## src/rtl/h5g_pkg.sv

```systemverilog
package h5g_pkg;

    typedef enum logic {
        HW_POS = 1'b0,
        HW_NEG = 1'b1
    } halfwave_e;

    // Bit position of each switch in the gate vector (bit n = switch Sn)
    localparam int IDX_LINK = 0;  // DC-link switch
    localparam int IDX_PTOP = 1;  // top switch held in positive half-wave
    localparam int IDX_NLOW = 2;  // low switch modulated in negative half-wave
    localparam int IDX_NTOP = 3;  // top switch held in negative half-wave
    localparam int IDX_PLOW = 4;  // low switch modulated in positive half-wave
    localparam int NUM_SW   = 5;

    // Clip a value into [-lim, lim]
    function automatic int clip_sym(input int v, input int lim);
        if (v > lim)       return lim;
        else if (v < -lim) return -lim;
        else               return v;
    endfunction

endpackage

```

## src/rtl/h5g_shadow.sv

```systemverilog
module h5g_shadow
    import h5g_pkg::*;
#(
    parameter int CNT_W  = 14,
    parameter int DUTY_W = 16,
    parameter int HALF   = 3000
) (
    input  logic                     clk,
    input  logic                     rst,
    input  logic                     load_i,
    input  logic signed [DUTY_W-1:0] duty_i,
    input  logic signed [CNT_W-1:0]  on_i,
    input  logic signed [CNT_W-1:0]  off_i,
    output halfwave_e                hw_o,
    output logic signed [CNT_W-1:0]  mag_o,
    output logic signed [CNT_W-1:0]  lo_o,
    output logic signed [CNT_W-1:0]  hi_o
);

    localparam int FRAC = DUTY_W - 1;

    typedef struct packed {
        halfwave_e               hw;
        logic signed [CNT_W-1:0] mag;
        logic signed [CNT_W-1:0] lo;
        logic signed [CNT_W-1:0] hi;
    } shadow_t;

    shadow_t sh_q, sh_d;
    int      abs_d, mag_n, lo_n, hi_n;

    // DUTY_W + log2(HALF) must stay below 31 for the product to fit an int
    always_comb begin
        abs_d = (duty_i < 0) ? -int'(duty_i) : int'(duty_i);
        mag_n = (abs_d * HALF) >>> FRAC;
        lo_n  = clip_sym(-mag_n - int'(on_i), HALF);
        hi_n  = clip_sym(mag_n - int'(off_i), HALF);
        sh_d  = sh_q;
        if (load_i) begin
            sh_d.mag = CNT_W'(mag_n);
            sh_d.lo  = CNT_W'(lo_n);
            sh_d.hi  = CNT_W'(hi_n);
            if (mag_n != 0)
                sh_d.hw = (duty_i < 0) ? HW_NEG : HW_POS;
        end
    end

    always_ff @(posedge clk) begin
        if (rst) begin
            sh_q.hw  <= HW_POS;
            sh_q.mag <= '0;
            sh_q.lo  <= '0;
            sh_q.hi  <= '0;
        end else begin
            sh_q <= sh_d;
        end
    end

    assign hw_o  = sh_q.hw;
    assign mag_o = sh_q.mag;
    assign lo_o  = sh_q.lo;
    assign hi_o  = sh_q.hi;


    hw_hold_chk: assert property (@(posedge clk) disable iff (rst)
        !load_i |=> $stable(sh_q));


    bound_range_chk: assert property (@(posedge clk) disable iff (rst)
        (int'(sh_q.lo) >= -HALF) && (int'(sh_q.lo) <= HALF) &&
        (int'(sh_q.hi) >= -HALF) && (int'(sh_q.hi) <= HALF));

endmodule

```

## src/rtl/h5g_window.sv

```systemverilog
module h5g_window #(
    parameter int CNT_W = 14
) (
    input  logic                    en_i,
    input  logic signed [CNT_W-1:0] cnt_i,
    input  logic signed [CNT_W-1:0] lo_i,
    input  logic signed [CNT_W-1:0] hi_i,
    output logic                    hit_o
);

    always_comb hit_o = en_i && (cnt_i >= lo_i) && (cnt_i < hi_i);

endmodule

```

## src/rtl/h5_gate_seq.sv

```systemverilog
module h5_gate_seq
    import h5g_pkg::*;
#(
    parameter int CNT_W  = 14,
    parameter int DUTY_W = 16,
    parameter int HALF   = 3000
) (
    input  logic                     clk,
    input  logic                     rst,
    input  logic signed [DUTY_W-1:0] duty_i,
    input  logic signed [CNT_W-1:0]  on_edge_i,
    input  logic signed [CNT_W-1:0]  off_edge_i,
    input  logic signed [CNT_W-1:0]  pwm_cnt_i,
    output logic [NUM_SW-1:0]        gate_o
);

    localparam logic signed [CNT_W-1:0] CNT_INIT = CNT_W'(-HALF);

    logic                    bnd;
    logic signed [CNT_W-1:0] cnt_q;
    halfwave_e               hw;
    logic signed [CNT_W-1:0] mag, lo0, hi0, br_lo;
    logic                    win_br, win_link;
    logic [NUM_SW-1:0]       gate_d, gate_q;

    assign bnd   = (pwm_cnt_i == CNT_INIT);
    assign br_lo = -mag;

    always_ff @(posedge clk) begin
        if (rst) cnt_q <= '0;
        else     cnt_q <= pwm_cnt_i;
    end

    h5g_shadow #(.CNT_W(CNT_W), .DUTY_W(DUTY_W), .HALF(HALF)) i_shadow (
        .clk    (clk),
        .rst    (rst),
        .load_i (bnd),
        .duty_i (duty_i),
        .on_i   (on_edge_i),
        .off_i  (off_edge_i),
        .hw_o   (hw),
        .mag_o  (mag),
        .lo_o   (lo0),
        .hi_o   (hi0)
    );

    h5g_window #(.CNT_W(CNT_W)) i_win_bridge (
        .en_i  (1'b1),
        .cnt_i (cnt_q),
        .lo_i  (br_lo),
        .hi_i  (mag),
        .hit_o (win_br)
    );

    h5g_window #(.CNT_W(CNT_W)) i_win_link (
        .en_i  (mag != '0),
        .cnt_i (cnt_q),
        .lo_i  (lo0),
        .hi_i  (hi0),
        .hit_o (win_link)
    );

    always_comb begin
        gate_d           = '0;
        gate_d[IDX_LINK] = win_link;
        if (hw == HW_POS) begin
            gate_d[IDX_PTOP] = 1'b1;
            gate_d[IDX_PLOW] = win_br;
        end else begin
            gate_d[IDX_NTOP] = 1'b1;
            gate_d[IDX_NLOW] = win_br;
        end
    end

    always_ff @(posedge clk) begin
        if (rst) gate_q <= '0;
        else     gate_q <= gate_d;
    end

    assign gate_o = gate_q;


    reset_quiet_chk: assert property (@(posedge clk)
        rst |=> (gate_o == '0));


    link_zero_off_chk: assert property (@(posedge clk) disable iff (rst)
        (mag == '0) |=> !gate_o[IDX_LINK]);


    top_excl_chk: assert property (@(posedge clk) disable iff (rst)
        !(gate_o[IDX_PTOP] && gate_o[IDX_NTOP]));


    low_excl_chk: assert property (@(posedge clk) disable iff (rst)
        !(gate_o[IDX_NLOW] && gate_o[IDX_PLOW]));


    pos_quiet_chk: assert property (@(posedge clk) disable iff (rst)
        gate_o[IDX_PTOP] |-> (gate_o[IDX_NLOW] == 1'b0));

endmodule

```

## config.mk

```make
export PLATFORM = sky130hd
export DESIGN_NAME = h5_gate_seq
export DESIGN_NICKNAME = d
export VERILOG_FILES = /design/src/rtl/h5g_pkg.sv /design/src/rtl/h5g_shadow.sv /design/src/rtl/h5g_window.sv /design/src/rtl/h5_gate_seq.sv
export SDC_FILE = /design/constraint.sdc
export NUM_CORES = 1
export LEC_CHECK = 0
export ABC_CLOCK_PERIOD_IN_PS = 23900
export BUFFER_PORTS_ARGS = -buffer_cell sky130_fd_sc_hd__buf_2
export CAP_MARGIN = 10
export CORE_MARGIN = 4
export CORE_UTILIZATION = 35
export DETAILED_ROUTE_END_ITERATION = 8
export PLACE_DENSITY = 0.56
export SLEW_MARGIN = 20
export SYNTH_ARGS = -nofsm -noshare
export SYNTH_HDL_FRONTEND = slang
export SYNTH_HIERARCHICAL = 1
export SYNTH_SLANG_ARGS = --single-unit
```

## constraint.sdc

```tcl
create_clock -name clk -period 23.9 [get_ports clk]
set_input_delay 1.195 -clock clk [delete_from_list [all_inputs] [get_ports clk]]
set_output_delay 1.195 -clock clk [all_outputs]
set_load 0.01 [all_outputs]
```

======== After elaboration in Yosys (flattened, before gate mapping) ========
Cells that the tools add are included.
storage, ports and cells
  register bits after elaboration ......... 62
  latch bits .............................. 0
  bits in writable memories ............... 0
  bits in read-only memories .............. 0
  bits of input ports ..................... 60
  output and inout bits ................... 5
  logic and storage cells ................. 41
  memories ................................ 0
operators by class
  $add $sub $neg .......................... 5
  multiply operators ...................... 1
  div/mod/pow operators ................... 0
  order comparisons ....................... 9
  equality and inequality tests ........... 1
  shift-type cells ........................ 0
  muxes and demuxes ....................... 8
  bitwise logic cells ..................... 1
  reductions and logical operators ........ 8
operators by type and width
  kind                                                              number
  2-to-1 mux 14 bit                                                 4
  greater-than comparator 32 x 13 -> 1 bit (second input constant)  1
  < comparator 32 x 13 -> 1 bit (second input constant)             1
  multiplier 32 x 10 -> 29 bit (second input constant)              1
  2-to-1 mux 32 bit                                                 1
  negation 16 -> 32 bit                                             1
  negation 17 -> 32 bit                                             1
  nonzero test 32 bit                                               1
  subtractor 32 x 14 -> 32 bit                                      1
  >= comparator 14 bit                                              2
  < comparator 14 bit                                               2
  greater-than comparator 18 x 13 -> 1 bit (second input constant)  1
  < comparator 18 x 13 -> 1 bit (second input constant)             1
  subtractor 17 x 14 -> 18 bit                                      1
  < comparator 16 x 1 -> 1 bit (second input constant)              1
  == test 14 x 13 -> 1 bit (second input constant)                  1
  negation 14 bit                                                   1
  nonzero test 14 bit                                               1
  OR reduction 2 bit                                                2
  logical AND 1 bit                                                 3
  2-to-1 mux 1 bit                                                  2
  2-to-1 mux 2 bit                                                  1
  AND reduction 2 bit                                               1
  NOT 1 bit                                                         1

======== Longest topological paths before layout ========
Gate-level depths: netlist of the first run.
  word-level depth ........................ 8
  depth in mapped cells ................... 41

======== Cells and area by module ========
The synthesis of the first run kept the hierarchy.
by module, submodules not included
  module       instances  cells each  area each (µm²)
  h5g_shadow   1          1010        8654.6
  h5g_window   2          96          680.7
  h5_gate_seq  1          80          790.8

======== Least setup slack after synthesis of the first run ========
OpenSTA, ideal clock, no wires.
  kind .................................... input to register
  start point ............................. input port duty_i[5]
  end point ............................... register i_shadow.sh_q (netlist bit i_shadow/lo_o[7])
  data arrival time ....................... 10.240 ns
  path slack .............................. 13.521 ns
  cell stages on the path ................. 32
  cell sequence ........................... nor4_1 -> nor2b_1 -> nand3_1 -> or3_1 -> or4b_2 -> inv_1 -> ha_1 -> fa_1 -> fa_1 -> fa_1 -> inv_1 -> fa_1 -> inv_1 -> ha_1 -> and3_1 -> a221o_1 -> a221oi_2 -> o21bai_1 -> a211o_1 -> a22oi_1 -> inv_1 -> ha_1 -> ha_1 -> nand3_1 -> a211oi_1 -> nor4_1 -> a311o_1 -> a21oi_1 -> or4b_2 -> a2111o_1 -> a21oi_1 -> a2111oi_0
RTL lines
  element          line               source
  start, declared  h5_gate_seq.sv:10  input logic signed [DUTY_W-1:0] duty_i,
  end, declared    h5g_shadow.sv:29   shadow_t sh_q, sh_d;

==> flow_summary_export.csv, run 1 <==
group,metric,value,unit
worst_setup_path,regToRegEndpoint,"gate_o[4]$_SDFF_PP0_",
synthesis,yosys.area_share.simple,13.9,%
place,dp_hpwl,21900,um
global_routing,gr-total-overflow,0,
drt,drt_iter0_markers,373,
synthesis,yosysSeqAreaShare,11.5,%
synthesis,synth_area_leaders,"ha_1 21%, fa_1 18%, dfxtp_1 11%",
synthesis,synth-xor-area-share,7.94,%
synthesis,ys_ff_latch,62,
drt,via_count,8698,
sta,fin_ws,12.51,ns
cells_and_area,fin_cells,1801,
floorplan,dieArea,33800,sq um
floorplan,die_y,184,um
clock_tree,postCtsSetupBuffers,0,
sta,tightestPinTransition,0.987,ns
synthesis,synth_top_cell_area_share,21.3,%
sta,skew,0.00538,ns
cells_and_area,nets,1742,
worst_hold_path,hold_depth,1,
worst_setup_path,rr_worst_depth,11,
global_routing,antenna_found_initial,1,
synthesis,synth_fa_ha_area_share,39.7,%
place,post-place-ws,12.27,ns
worst_hold_path,hp-class,"reg -> reg",
synthesis,syn-cell-area,10800,sq um
sta,rsz0062_at_grt,"no",
worst_setup_path,critPathRequiredTime,24.08,ns
worst_setup_path,cpPeakStageDelay,0.60,ns
synthesis,synth_compound_area_share,15.5,%
floorplan,boundaryPins,65,
clock_tree,cts_tree,"done",
synthesis,yosysMostFrequentCell,"inv_1",
worst_setup_path,critical_path_class,"in -> reg",
drt,drcViolationCount,0,
worst_hold_path,hold_end,"i_shadow/lo_o[12]$_SDFFE_PP0P_",
synthesis,synth-edff-count,0,
clock_tree,cts_hold_buf,0,
place,gp_congestion,0.872,
synthesis,synthCells,1282,
cells_and_area,areaGrowthSynthToFinish,12.1,%
sta,tns,0,ns
worst_setup_path,endpoint_kind,"flip-flop",
clock_tree,clock_sinks,62,
worst_setup_path,startpoint_type,"input port",
worst_setup_path,rrSetupSlack,20.56,ns
synthesis,synth_top_family_by_area,"adder cells",
synthesis,synth_commonest_cells,"271 x inv_1, 184 x ha_1, 98 x fa_1, 89 x nor2_1, 73 x a21oi_1",
cells_and_area,drive_above_1_share,8.26,%
drt,totalWireLength,25500,um
sta,maxSlewViolCount,0,
cells_and_area,final_cell_area,12100,sq um
global_routing,grt_pass1_wl,43100,um
floorplan,core-area,30500,sq um
floorplan,rows,64,
place,placed_cell_area,11800,sq um
worst_hold_path,min_from,"i_shadow/lo_o[12]$_SDFFE_PP0P_",
worst_setup_path,startpoint,"duty_i[5]",
sta,finalCritPeriodShare,47.7,%
synthesis,syn_area_per_cell,8.43,sq um
worst_setup_path,timing.rr.start,"i_shadow/mag_o[3]$_SDFFE_PP0P_",
synthesis,synthArstFlopShare,0,%
sta,setup_viol,0,
outcome,outcome,"completed",
worst_setup_path,worstPathMaxFanout,6,
synthesis,yosysUniqueCellTypes,81,
worst_setup_path,arrival,11.57,ns
sta,fmax,87.8,MHz
floorplan,die_w,184,um
worst_setup_path,critPathSlowestCell,"a311oi_1",
sta,relSlewSlack,33.7,%
drt,vias_per_cell,4.83,
sta,hold_viol_final,0,
synthesis,yosys_warnings,6,
synthesis,synth_flop_cell,"dfxtp_1",
clock_tree,clkTransAtPathRegs,0.05,ns
clock_tree,root_buffer,"clkbuf_16",
global_routing,gr-usage-all-layers,15.6,%
clock_tree,clkLatencyLatePin,0.33,ns
clock_tree,cts_max_path_buffers,2,
clock_tree,htreeDepth,3,
flow_run,max_cap_violations,0,
sta,period_needed,11.39,ns
floorplan,initial_core_util,35.4,%
drt,dr.pass1.iters,5,
synthesis,muxShareOfSynthArea,1.20,%
global_routing,grt_max_degree,59,
place,portBuffers,64,
drt,ant_nets,0,
drt,detail_route.wl_per_cell,14.2,um
global_routing,grt_pass1_vias,8710,
cells_and_area,fill_cells,3176,
place,dpl.cell_count,1785,
synthesis,yosys.area.top_type,"ha_1",
clock_tree,cts_buffers,9,
clock_tree,ctsResizeCount,0,
[flip-flops by register name, indices dropped and copies added, names as in the netlist]
name and count:
gate_o 5, i_shadow/mag_o 14, i_shadow/lo_o 14, cnt_q 14
i_shadow/hw_o 1, i_shadow/hi_o 14
[per-stage QoR]
stage	utilization, %	hold slack, ns
2_1_floorplan	-	0.425
6_report	39.7	0.459
3_5_place_dp	38.7	0.448
4_1_cts	39.7	0.462
3_3_place_gp	38.7	0.436
5_1_grt	39.7	0.484
[layout make-up]
cell class / instances / area (sq um) / area share (%)
clock buffer: 12 / 267 / 2.20
antenna: 1 / 2.50 / 0.0207
clock inverter: 3 / 42.5 / 0.351
inverter: 272 / 1020 / 8.43
timing repair buffer: 70 / 365 / 3.02
tap: 396 / 495 / 4.09
sequential: 62 / 1240 / 10.3
multi-input combinational: 985 / 8670 / 71.6
[logic make-up after synthesis]
group / after synthesis
buffers and inverters: 291
and+or+nand+nor: 289
adders and majority gates: 284
AOI/OAI and AO/OA: 242
xor gates and xnor gates: 98
DFF: 62
muxes: 13
other: 3
[cells in the final DEF, fill, tap and decap left out, drive strengths merged, types with 6 or more instances in the layout]
master,Yosys,layout
nor4,12,12
o31ai,7,7
dfxtp,62,62
nand2b,16,16
nor2b,25,25
nand4,14,14
a211oi,11,11
or4b,6,6
a2111oi,6,6
a31oi,13,13
buf,4,70
and2,12,12
a21o,21,21
or3,9,9
inv,271,271
clkbuf,15,12
o21bai,7,7
nor2,89,89
nor3,20,20
o21a,10,10
xnor2,69,69
o21ai,31,31
nand2,47,47
conb,3,59
mux2i,13,13
ha,184,184
a211o,8,8
xor2,29,29
nand3,19,19
a21oi,75,75
fa,98,98
[routing by layer]
metal	wire, um	vias to the layer above	GRT usage, %	share of wire, %
met1	12900	4074	22.4	50
met3	698	26	1.46	2.7
met4	527	0	4.64	2.1
met5	0	-	0	0
met2	11400	119	25.1	45
li1	-	4479	-	-
[critical path: cells and delay by family]
family / cells / cell delay (ns)
compound gates: 13 / 3.51
fa+ha+maj: 7 / 3.08
simple gates: 8 / 2.22
xor+xnor: 3 / 1.02
buf+inv: 5 / 0.55
[worst max-delay path by stage]
| stage | endpoint | cells past startpoint | slack (ns) |
|---|---|---|---|
| 2_1_floorplan | i_shadow/lo_o[7]$_SDFFE_PP0P_ | 32 | 13.52 |
| 3_3_place_gp | i_shadow/lo_o[8]$_SDFFE_PP0P_ | 36 | 12.30 |
| 3_5_place_dp | i_shadow/lo_o[9]$_SDFFE_PP0P_ | 36 | 12.27 |
| 4_1_cts | i_shadow/lo_o[9]$_SDFFE_PP0P_ | 36 | 12.58 |
| 5_1_grt | i_shadow/lo_o[7]$_SDFFE_PP0P_ | 36 | 11.76 |
| 6_report | i_shadow/lo_o[9]$_SDFFE_PP0P_ | 36 | 12.51 |
Power of run 1 is left out: the tool's default activity adds up to more than one toggle a clock period on the data nets, which glitch-free logic cannot reach.
==> inputs of run 2 (changes only) <==
--- a/config.mk
+++ b/config.mk
@@ -5,7 +5,7 @@
 export SDC_FILE = /design/constraint.sdc
 export NUM_CORES = 1
 export LEC_CHECK = 0
-export ABC_CLOCK_PERIOD_IN_PS = 23900
+export ABC_CLOCK_PERIOD_IN_PS = 10780
 export BUFFER_PORTS_ARGS = -buffer_cell sky130_fd_sc_hd__buf_2
 export CAP_MARGIN = 10
 export CORE_MARGIN = 4
==> constraint.sdc (replaced) <==
create_clock -name clk -period 10.78 [get_ports clk]
set_input_delay 0.539 -clock clk [delete_from_list [all_inputs] [get_ports clk]]
set_output_delay 0.539 -clock clk [all_outputs]
set_load 0.01 [all_outputs]
==> flow_summary_export.csv, run 2 (synthesis results as in run 1) <==
group,metric,value,unit
clock_tree,clkLatencyLatePin,0.33,ns
worst_setup_path,worstPathMaxFanout,7,
floorplan,initial_core_util,35.4,%
global_routing,gr-total-overflow,0,
global_routing,gr-usage-all-layers,15.1,%
cells_and_area,final_cell_area,12200,sq um
worst_hold_path,hold_depth,2,
drt,detail_route.wl_per_cell,14.0,um
cells_and_area,areaGrowthSynthToFinish,13.0,%
drt,ant_nets,0,
place,dp_hpwl,22300,um
worst_setup_path,arrival,10.36,ns
cells_and_area,seq_area,1240,sq um
place,portBuffers,64,
cells_and_area,fill_cells,3158,
clock_tree,root_buffer,"clkbuf_16",
sta,skew,0.00462,ns
worst_setup_path,rr_worst_depth,11,
cells_and_area,fin_util,40.0,%
worst_setup_path,cpPeakStageDelay,0.71,ns
clock_tree,postCtsSetupBuffers,0,
worst_setup_path,critPathRequiredTime,10.95,ns
worst_setup_path,rrSetupSlack,7.41,ns
place,gp_congestion,0.897,
clock_tree,htreeDepth,3,
clock_tree,cts_tree,"done",
flow_run,max_cap_violations,0,
sta,setup_viol,0,
sta,hold_slack,0.435,ns
floorplan,die_w,184,um
global_routing,grt_pass1_wl,41500,um
global_routing,grt_pass1_vias,8351,
clock_tree,clkTransAtPathRegs,0.05,ns
sta,tightestPinTransition,0.914,ns
sta,hold_viol_final,0,
sta,relSlewSlack,38.4,%
clock_tree,cts_max_path_buffers,2,
cells_and_area,most-common-layout-cells,"271 x inv_1, 184 x ha_1, 98 x fa_1",
drt,vias_per_cell,4.80,
drt,drcViolationCount,0,
outcome,outcome,"completed",
floorplan,die_y,184,um
drt,drt_iter0_markers,323,
cells_and_area,multi_input_area,8700,sq um
drt,dr.pass1.iters,4,
global_routing,grt_max_degree,59,
sta,fmax,98.2,MHz
worst_hold_path,min_from,"pwm_cnt_i[0]",
worst_setup_path,endpoint_kind,"flip-flop",
worst_setup_path,regToRegEndpoint,"gate_o[4]$_SDFF_PP0_",
worst_setup_path,critPathSlowestCell,"or4b_2",
clock_tree,cts_hold_buf,0,
clock_tree,clock_sinks,62,
cells_and_area,nets,1758,
worst_hold_path,hold_end,"cnt_q[0]$_SDFF_PP0_",
place,placed_cell_area,11900,sq um
sta,rsz0062_at_grt,"no",
worst_setup_path,startpoint_type,"input port",
floorplan,dieArea,33800,sq um
global_routing,antenna_found_initial,1,
sta,period_needed,10.19,ns
sta,tns,0,ns
sta,maxSlewViolCount,0,
cells_and_area,drive_above_1_share,9.57,%
worst_setup_path,critical_path_class,"in -> reg",
drt,totalWireLength,25500,um
worst_hold_path,hp-class,"in -> reg",
cells_and_area,final_common_cell,"inv_1",
sta,finalCritPeriodShare,94.5,%
floorplan,core-area,30500,sq um
floorplan,rows,64,
drt,via_count,8735,
worst_setup_path,timing.rr.start,"i_shadow/mag_o[3]$_SDFFE_PP0P_",
clock_tree,cts_buffers,9,
floorplan,boundaryPins,65,
-- run 2: changes by cell type in the layout (fill, tap and decap cells not counted), sizes merged --
cell | before | now
buf | 70 | 86
bufinv | 1 | 0
clkinv | 2 | 4
-- run 2: how the worst max path moves through the flow --
stage,from,to
finish,duty_i[5],i_shadow/lo_o[8]$_SDFFE_PP0P_
global route,duty_i[5],i_shadow/lo_o[8]$_SDFFE_PP0P_
CTS,duty_i[5],i_shadow/lo_o[8]$_SDFFE_PP0P_
detailed placement,duty_i[5],i_shadow/lo_o[8]$_SDFFE_PP0P_
global placement,duty_i[5],i_shadow/lo_o[8]$_SDFFE_PP0P_
floorplan,duty_i[5],i_shadow/lo_o[7]$_SDFFE_PP0P_
-- run 2: final cells by class --
| type | instances | area share [%] |
|---|---|---|
| Antenna cell | 1 | 0.0205 |
| Multi-Input combinational cell | 985 | 71.2 |
| Sequential cell | 62 | 10.2 |
| Timing Repair Buffer | 86 | 3.97 |
| Clock inverter | 4 | 0.184 |
| Tap cell | 396 | 4.06 |
| Inverter | 272 | 8.36 |
| Clock buffer | 12 | 2.02 |
-- run 2: metal layers --
| layer | vias to the layer above | track usage (%) | part of all wire, % |
|---|---|---|---|
| li1 | 4515 | - | - |
| met5 | - | 0 | 0 |
| met3 | 29 | 1.50 | 2.6 |
| met4 | 0 | 4.53 | 2.5 |
| met2 | 114 | 24.3 | 45 |
| met1 | 4077 | 21.5 | 50 |
-- run 2: worst max-delay path, delay by kind of cell --
| kind | cells | cell delay [ns] |
|---|---|---|
| AO/OA/AOI/OAI | 15 | 3.56 |
| XOR/XNOR | 3 | 0.58 |
| adder cells (fa/ha/maj) | 7 | 3.11 |
| buffers and inverters | 5 | 0.31 |
| AND/OR/NAND/NOR | 8 | 2.26 |
-- run 2: metrics by stage --
step                      instances  setup WS, ns
after global routing           1818        0.0210
after floorplan                1338          1.06
final                          1818         0.593
after detailed placement       1801        0.0665
after global placement         1801         0.325
after CTS                      1817         0.383
-- run 2: timing repair --
item | 4_1_cts | 5_1_grt
setup endpoints to repair | 0 | 23
gates resized for setup | 0 | 5
hold endpoints to repair | 0 | 0
Power of run 2 is left out for the same reason.
